$ cat config.mk
export PLATFORM = sky130hd
export DESIGN_NAME = qcrc16_engine
export DESIGN_NICKNAME = d
export VERILOG_FILES = /design/src/rtl/qcrc_pkg.sv /design/src/rtl/qcrc_nibble_step.sv /design/src/rtl/qcrc_seq.sv /design/src/rtl/qcrc_datapath.sv /design/src/rtl/qcrc16_engine.sv
export SDC_FILE = /design/constraint.sdc
export NUM_CORES = 1
export LEC_CHECK = 0
export CORE_UTILIZATION = 47
export DETAILED_ROUTE_END_ITERATION = 8
export DONT_BUFFER_PORTS = 1
export GPL_TIMING_DRIVEN = 0
export PLACE_DENSITY = 0.6
export RECOVER_POWER = 50
export SLEW_MARGIN = 20
export SYNTH_ARGS = -nofsm -noshare
export SYNTH_HDL_FRONTEND = slang
export SYNTH_SLANG_ARGS = --single-unit
export TNS_END_PERCENT = 30
$ cat constraint.sdc
create_clock -name clk -period 2.2 [get_ports clk]
set_input_delay 0.11 -clock clk [delete_from_list [all_inputs] [get_ports clk]]
set_output_delay 0.11 -clock clk [all_outputs]
set_load 0.005 [all_outputs]
$ cat src/rtl/qcrc_pkg.sv
package qcrc_pkg;
   localparam int NIB_W = 4;

   typedef enum logic [1:0] {
      QS_IDLE = 2'd0,
      QS_WAIT = 2'd1,
      QS_FOLD = 2'd2
   } qseq_e;
endpackage

$ cat src/rtl/qcrc_nibble_step.sv
module qcrc_nibble_step #(
   parameter int CRC_W   = 16,
   parameter int TAP_HI  = 12,
   parameter int TAP_MID = 5
) (
   input  logic [CRC_W-1:0]         crc_in,
   input  logic [qcrc_pkg::NIB_W-1:0] nib,
   output logic [CRC_W-1:0]         crc_out
);
   import qcrc_pkg::*;

   localparam int TOP_LO = CRC_W - NIB_W;

   logic [NIB_W-1:0] sum;
   logic [CRC_W-1:0] sum_w;

   if (TAP_HI + NIB_W > CRC_W) begin : g_bad_tap
      $error("qcrc_nibble_step: upper tap does not fit the checksum width");
   end

   always_comb begin
      sum     = crc_in[CRC_W-1:TOP_LO] ^ nib;
      sum_w   = CRC_W'(sum);
      crc_out = (crc_in << NIB_W) ^ (sum_w << TAP_HI) ^ (sum_w << TAP_MID) ^ sum_w;
   end
endmodule

$ cat src/rtl/qcrc_seq.sv
module qcrc_seq #(
   parameter int CNT_W = 12,
   parameter int STEPS = 8
) (
   input  logic             clk,
   input  logic             rst_n,
   input  logic             start,
   input  logic [CNT_W-1:0] quad_count,
   input  logic             in_valid,
   output logic             in_ready,
   output logic             clear,
   output logic             load,
   output logic             step_en,
   output logic             finish,
   output logic             done
);
   import qcrc_pkg::*;

   localparam int PH_W = (STEPS > 1) ? $clog2(STEPS) : 1;
   localparam logic [PH_W-1:0] PH_LAST = PH_W'(STEPS - 1);

   qseq_e            state;
   logic [CNT_W-1:0] left;
   logic [PH_W-1:0]  phase;
   logic             last_q;
   logic             fold_end;

   always_comb begin
      in_ready = (state == QS_WAIT);
      load     = in_ready && in_valid;
      clear    = (state == QS_IDLE) && start;
      last_q   = (left == CNT_W'(1));
      fold_end = (state == QS_FOLD) && (phase == PH_W'(1));
      step_en  = load || (state == QS_FOLD);
      finish   = (clear && (quad_count == '0))
               || (load && (STEPS == 1) && last_q)
               || (fold_end && last_q);
   end

   always_ff @(posedge clk) begin
      if (!rst_n) begin
         state <= QS_IDLE;
         left  <= '0;
         phase <= '0;
         done  <= 1'b0;
      end else begin
         done <= finish;
         unique case (state)
            QS_IDLE: begin
               if (start && (quad_count != '0)) begin
                  left  <= quad_count;
                  state <= QS_WAIT;
               end
            end
            QS_WAIT: begin
               if (in_valid) begin
                  if (STEPS == 1) begin
                     left <= left - CNT_W'(1);
                     if (last_q) state <= QS_IDLE;
                  end else begin
                     phase <= PH_LAST;
                     state <= QS_FOLD;
                  end
               end
            end
            QS_FOLD: begin
               phase <= phase - PH_W'(1);
               if (phase == PH_W'(1)) begin
                  left  <= left - CNT_W'(1);
                  state <= last_q ? QS_IDLE : QS_WAIT;
               end
            end
            default: state <= QS_IDLE;
         endcase
      end
   end
endmodule

$ cat src/rtl/qcrc_datapath.sv
module qcrc_datapath #(
   parameter int DATA_W      = 32,
   parameter int CRC_W       = 16,
   parameter int NIB_PER_CYC = 1
) (
   input  logic              clk,
   input  logic              rst_n,
   input  logic              clear,
   input  logic              load,
   input  logic              step_en,
   input  logic              finish,
   input  logic [DATA_W-1:0] in_data,
   output logic [CRC_W-1:0]  crc_out
);
   import qcrc_pkg::*;

   localparam int ADV = NIB_W * NIB_PER_CYC;

   logic [DATA_W-1:0] shreg;
   logic [DATA_W-1:0] src;
   logic [CRC_W-1:0]  crc_run;
   logic [CRC_W-1:0]  crc_base;
   logic [CRC_W-1:0]  chain [NIB_PER_CYC+1];

   always_comb begin
      src      = load ? in_data : shreg;
      crc_base = clear ? '0 : crc_run;
      chain[0] = crc_base;
   end

   for (genvar k = 0; k < NIB_PER_CYC; k++) begin : g_chain
      qcrc_nibble_step #(.CRC_W(CRC_W)) u_step (
         .crc_in  (chain[k]),
         .nib     (src[DATA_W-1-NIB_W*k -: NIB_W]),
         .crc_out (chain[k+1])
      );
   end

   always_ff @(posedge clk) begin
      if (!rst_n) begin
         shreg   <= '0;
         crc_run <= '0;
         crc_out <= '0;
      end else begin
         if (step_en) begin
            shreg   <= src << ADV;
            crc_run <= chain[NIB_PER_CYC];
         end else if (clear) begin
            crc_run <= '0;
         end
         if (finish) begin
            crc_out <= step_en ? chain[NIB_PER_CYC] : crc_base;
         end
      end
   end
endmodule

$ cat src/rtl/qcrc16_engine.sv
module qcrc16_engine #(
   parameter int DATA_W      = 32,
   parameter int CRC_W       = 16,
   parameter int CNT_W       = 12,
   parameter int NIB_PER_CYC = 1
) (
   input  logic              clk,
   input  logic              rst_n,
   input  logic              start,
   input  logic [CNT_W-1:0]  quad_count,
   input  logic              in_valid,
   input  logic [DATA_W-1:0] in_data,
   output logic              in_ready,
   output logic              done,
   output logic [CRC_W-1:0]  crc_out
);
   import qcrc_pkg::*;

   localparam int NIBS  = DATA_W / NIB_W;
   localparam int STEPS = NIBS / NIB_PER_CYC;

   if (DATA_W % NIB_W != 0) begin : g_bad_data
      $error("qcrc16_engine: DATA_W must be a whole number of nibbles");
   end
   if (NIB_PER_CYC < 1 || NIBS % NIB_PER_CYC != 0) begin : g_bad_rate
      $error("qcrc16_engine: NIB_PER_CYC must divide the nibbles per quadlet");
   end
   if (CRC_W != 16) begin : g_bad_crc
      $error("qcrc16_engine: the fold taps are defined for a 16-bit checksum");
   end
   if (CNT_W < 1) begin : g_bad_cnt
      $error("qcrc16_engine: CNT_W must be positive");
   end

   logic clear, load, step_en, finish;

   qcrc_seq #(.CNT_W(CNT_W), .STEPS(STEPS)) u_seq (
      .clk        (clk),
      .rst_n      (rst_n),
      .start      (start),
      .quad_count (quad_count),
      .in_valid   (in_valid),
      .in_ready   (in_ready),
      .clear      (clear),
      .load       (load),
      .step_en    (step_en),
      .finish     (finish),
      .done       (done)
   );

   qcrc_datapath #(.DATA_W(DATA_W), .CRC_W(CRC_W), .NIB_PER_CYC(NIB_PER_CYC)) u_dp (
      .clk     (clk),
      .rst_n   (rst_n),
      .clear   (clear),
      .load    (load),
      .step_en (step_en),
      .finish  (finish),
      .in_data (in_data),
      .crc_out (crc_out)
   );
endmodule

==> out/results.ini, run 1 <==
[run_status]
outcome = finished, final reports clean

[sta]
whs_ns = 0.0286
setup_ws_ns = 0.239
fin_tns_setup_ns = 0
period_share_pct = 89.1
worst_pin_slew_ns = 0.669
fmax_ghz = 0.510
setup_viol_count_final = 0
final.min_clock_period_ns = 1.96
rsz0062_at_grt = no
slew_violations = 0
relSlewSlack_pct = 55.0
skew_ns = 0.00856
hold_violations = 0

[pwr]
p_int_mw = 2.44
p_leak_nw = 1.63
combPwrFrac_pct = 15.0
irDropWorstVdd_uv = 360
pwr-share-clk_pct = 39.1
swShare_pct = 26.2
powerDensity_nw_per_um2 = 722
p_sw_mw = 0.867
p_seq_share_pct = 45.9

[critical_path]
cp.required_ns = 2.49
worst_ep_arrival_time_ns = 2.25
crit_path_end_kind = flop
worstSetupPathType = flop to flop
start_kind = flop
critPathMaxFanout = 10

[placed_design]
io_buffers = 0
hpwl_mm = 7.65
gp_congestion = 0.926
placed_cell_area_um2 = 4000
dp_slack_ns = 0.292

[synth]
netlist_area_um2 = 3880
synth-async-reset-ratio_pct = 0
syn_nets = 518
synth_seq_cells = 78
seq_area_frac_synth_pct = 40.3
synthCells = 466
avgSynthCellArea_um2 = 8.32
synth-edff-count = 0
ys.flop_type = dfxtp_1
yosysUniqueCellTypes = 58
yosysWarnings = 0

[clock_tree]
cts_hold_buf = 36
cts_setup_buffers = 0
clkTransAtPathRegs_ns = 0.08
clockRootBuffer = clkbuf_8
clk-insertion-delay-late_ns = 0.35
cts_resized = 0
cts_tree = built
cts_max_level = 3
cts.sinks = 78
cts_inserted_buffers = 9
clock_path_buffers = 2

[floorplanning]
num_rows = 32
chipHeight_um = 92.8
core_area_um2 = 7850
fp.dieArea_um2 = 8610
ioPinCount = 66
initial_utilization_pct = 49.4
die_w_um = 92.8

[final_layout]
syn_to_final_growth_pct = 18.3
fin_area_um2 = 4580
layout_commonest_cell = dfxtp_1
most-common-layout-cells = dfxtp_1 (78), nand2_1 (73), a21oi_1 (67), dlygate4sd3_1 (36), a22oi_1 (25)
num_antenna_cells = 0
drive_gt1_share_pct = 9.48
utilization_pct = 58.4
nets = 565

[global_route]
grt-ovfl-total = 0
grt_max_degree = 13
grt_pass1_vias = 3380
antenna_found_initial = 0
gr-usage-all-layers_pct = 26.7
grt_first_pass_wirelength_mm = 17.6

[drt]
vias = 3578
post-route-drc-count = 0
first_pass_iters = 6
antenna_left = 0
drt_iter0_drc = 174
viasPerCell = 5.78
wl_mm = 11.0
wl_per_cell_um = 17.7

[run]
drv_cap = 0

[worst_hold_path]
hp-class = primary input to flop

## registers in the layout, summed over array words and instances (netlist names)
signal	cells
u_dp.crc_out	16
u_dp.crc_run	16
u_dp.shreg	28
u_seq.done	1
u_seq.left	12
u_seq.phase	3
u_seq.state	2
## critical path, cell delays in order (launching register included)
cell and delay, ns:
dfxtp_1 0.46, buf_2 0.25, nand3b_2 0.20, a21oi_1 0.40, nor3_1 0.11, a211o_1 0.33
a21oi_1 0.14
## power by group through the flow
stage          registers (mW)  clock network, mW  logic (mW)
3_3_place_gp             1.55                  0       0.437
5_1_grt                  1.53               1.37       0.549
3_5_place_dp             1.55                  0       0.442
6_report                 1.52               1.29       0.496
4_1_cts                  1.52               1.31       0.496
2_1_floorplan            1.54                  0       0.337
## routing by layer
metal	GRT usage (%)	part of all wire [%]
met1	33.5	46
met2	45.3	48
met3	6.24	4.4
met4	7.56	1.4
met5	0	0
## layout make-up
cell class / instances / area, um2
Multi-Input combinational cell: 345 / 2100
Inverter: 8 / 30.0
Buffer: 35 / 171
Sequential cell: 78 / 1560
Clock buffer: 11 / 141
Clock inverter: 4 / 95.1
Tap cell: 102 / 128
Timing Repair Buffer: 36 / 360
Fill cell: 784 / 3260
## path summary, 6_finish.rpt
| check | endpoint | startpoint | slack [ns] | depth (start not counted) |
|---|---|---|---|---|
| min | u_seq.left[4] | quad_count[4] | 0.03 | 4 |
| max | u_dp.crc_out[6] | u_seq.state[0] | 0.24 | 6 |
| min reg2reg | u_dp.shreg[22] | u_dp.shreg[22] | 0.46 | 2 |
| max reg2reg | u_dp.crc_out[6] | u_seq.state[0] | 0.24 | 6 |
## kinds of logic (layout without fill, tap and decap cells)
| logic type | count (synthesis) | in the layout | share of synthesized area [%] |
|---|---|---|---|
| AND/OR/NAND/NOR | 158 | 158 | 21.6 |
| multiplexers | 1 | 1 | 0.581 |
| XOR/XNOR | 14 | 14 | 3.16 |
| buffers and inverters | 43 | 94 | 5.20 |
| flip-flops | 78 | 78 | 40.3 |
| adder cells (fa/ha/maj) | 4 | 4 | 1.29 |
| AO/OA/AOI/OAI | 168 | 168 | 27.9 |
## synthesized netlist by cell type, drive strengths merged, types with 8 or more instances
master	count	area share, %
a21oi	68	9.0
a22oi	25	4.8
a31oi	8	1.8
and2	8	1.3
buf	21	3.1
clkbuf	14	1.4
dfxtp	78	40
inv	8	0.77
nand2	74	7.2
nand3	18	2.5
nor2	20	2.1
nor4	8	2.2
o21a	11	2.1
o21ai	22	2.8
## metrics by stage
step / std cells / total power [mW]
3_3_place_gp: 568 / 1.99
2_1_floorplan: 466 / 1.87
4_1_cts: 619 / 3.32
3_5_place_dp: 568 / 1.99
6_report: 619 / 3.31
5_1_grt: 619 / 3.44
(Power assumes the default switching activity.)
==> run 2: changes to the inputs <==
--- a/config.mk
+++ b/config.mk
@@ -10,5 +10,5 @@
 export DONT_BUFFER_PORTS = 1
 export GPL_TIMING_DRIVEN = 0
-export PLACE_DENSITY = 0.6
+export PLACE_DENSITY = 0.62
 export RECOVER_POWER = 50
 export SLEW_MARGIN = 20
==> constraint.sdc (replaced) <==
create_clock -name clk -period 1.6 [get_ports clk]
set_input_delay 0.08 -clock clk [delete_from_list [all_inputs] [get_ports clk]]
set_output_delay 0.08 -clock clk [all_outputs]
set_load 0.05 [all_outputs]
==> run 2 against run 1 <==
The run now ends with negative setup slack left. Power grew 52%. Clock power grew 55%. Critical path type unchanged. Critical endpoint is now u_seq.left[5]. Setup slack lost 0.34 ns. Cell count grew 5.2%. Global-route usage grew 1.0 points. Flip-flop and latch count is the same. Combinational power grew 90%. First-iteration DRC count grew 22%. Register-to-register slack lost 0.34 ns. Hold slack lost 0.0089 ns.
==> out/results.ini, run 2 (synthesized netlist as in run 1, its figures left out) <==
[final_layout]
nets = 596
fin_area_um2 = 5270
drive_gt1_share_pct = 23.9
largest_reg_flops = 28
utilization_pct = 67.2
reg_top3 = u_dp.shreg (28), u_dp.crc_out (16), u_dp.crc_run (16)
top_register = u_dp.shreg
layout_commonest_cell = dfxtp_1
num_antenna_cells = 0
syn_to_final_growth_pct = 36.0
final_cells = 651
most-common-layout-cells = dfxtp_1 (74), nand2_1 (71), a21oi_1 (58), dlygate4sd3_1 (37), buf_4 (25)

[pwr]
p_int_mw = 3.65
irDropWorstVdd_uv = 523
swShare_pct = 27.5
combPwrFrac_pct = 18.7
p_leak_nw = 1.91
power_mw = 5.04
pwr-share-clk_pct = 39.6
p_seq_share_pct = 41.7
powerDensity_nw_per_um2 = 956
p_sw_mw = 1.39

[drt]
wl_per_cell_um = 18.1
wl_met3_um = 760
first_pass_iters = 5
wl_met2_mm = 5.63
met1Wirelength_mm = 5.07
post-route-drc-count = 0
vias = 3850
highest_layer = met4
viasPerCell = 5.91
antenna_left = 0
drt_iter0_drc = 213
wl_mm = 11.8

[run_status]
failed_checks = negative setup slack
outcome = complete, but fails checks

[clock_tree]
clockRootBuffer = clkbuf_8
clkTransAtPathRegs_ns = 0.08
cts_inserted_buffers = 9
clock_path_buffers = 2
cts_tree = built
clk-insertion-delay-late_ns = 0.36
cts.sinks = 78
cts_max_level = 3

[critical_path]
worst_ep_arrival_time_ns = 1.96
crit_path_end_kind = flop
r2r-start = u_seq.state[0]
start_kind = flop
path_cells = or3b_4 > a31oi_4 > or2_4 > buf_8 > a21oi_2 > a31o_1
cp-startpoint = u_seq.state[0]
max_stage_delay_ns = 0.41
critPathMaxFanout = 6
cp_slowest_cell = or3b_4
cp.required_ns = 1.86
worstSetupPathType = flop to flop

[global_route]
grt-ovfl-total = 0
gr-usage-all-layers_pct = 27.7
grt_max_degree = 15
grt_pass1_vias = 3671
antenna_found_initial = 0
grt_first_pass_wirelength_mm = 18.5

[worst_hold_path]
min_from = quad_count[4]
hp-class = primary input to flop

[sta]
rsz0062_at_grt = yes
setup_ws_ns = -0.104
relSlewSlack_pct = 52.6
slew_violations = 0
setup_viol_count_final = 30
period_share_pct = 106
fmax_ghz = 0.587
fin_tns_setup_ns = -0.826
hold_violations = 0
skew_ns = 0.00943
worst_pin_slew_ns = 0.712
final.min_clock_period_ns = 1.70

[floorplanning]
fp.dieArea_um2 = 8610
core_area_um2 = 7850
initial_utilization_pct = 49.4
die_w_um = 92.8
num_rows = 32
chipHeight_um = 92.8
ioPinCount = 66

[run]
drv_cap = 0

[placed_design]
gp_congestion = 0.867
hpwl_mm = 7.64
io_buffers = 0
dp.cells = 568
placed_cell_area_um2 = 4020

[run 2: critical path, delay by kind of cell, from the launching register on]
kind,cells,cell delay (ns)
buf+inv,1,0.14
simple gates,2,0.64
flops,1,0.37
compound gates,3,0.45
[run 2: what timing repair did]
item,in CTS,in global routing
gates resized for setup,59,46
setup endpoints to repair,78,69
setup buffers,22,6
hold endpoints to repair,37,0
cloned,2,1
pin swaps,20,18
hold buffers,37,0
[run 2: final cells by class]
type | count | area (um2)
tap | 102 | 128
clock inverter | 7 | 145
clock buffer | 9 | 124
fill | 666 | 2570
multi-input combinational | 345 | 2350
buffer | 34 | 282
timing repair buffer | 68 | 644
inverter | 8 | 30.0
sequential | 78 | 1570
[run 2: layer usage]
metal,GRT usage (%),vias up
li1,-,1854
met1,35.7,1816
met2,45.3,156
met3,5.01,24
met4,11.7,0
met5,0,-
[run 2: worst paths after layout]
kind                                        end  slack (ns)  cells past startpoint
worst max register to register    u_seq.left[5]       -0.10                      6
worst max-delay path              u_seq.left[5]       -0.10                      6
worst min register to register  u_dp.crc_run[7]        0.46                      2
worst min-delay path              u_seq.left[4]        0.02                      4
[run 2: power groups by stage]
stage | Combinational, mW | Sequential, mW | Clock, mW
2_1_floorplan | 0.475 | 2.12 | 0
3_3_place_gp | 0.608 | 2.13 | 0
3_5_place_dp | 0.619 | 2.13 | 0
4_1_cts | 0.844 | 2.10 | 2.01
5_1_grt | 1.01 | 2.11 | 2.10
6_report | 0.941 | 2.10 | 2.00
[run 2: per-stage QoR]
step | setup slack, ns | hold WS, ns
detailed placement | -0.322 | 0.225
global route | -0.132 | 0.0165
global placement | -0.294 | 0.220
floorplan | -0.0358 | 0.216
CTS | -0.102 | 0.000588
finish | -0.104 | 0.0197
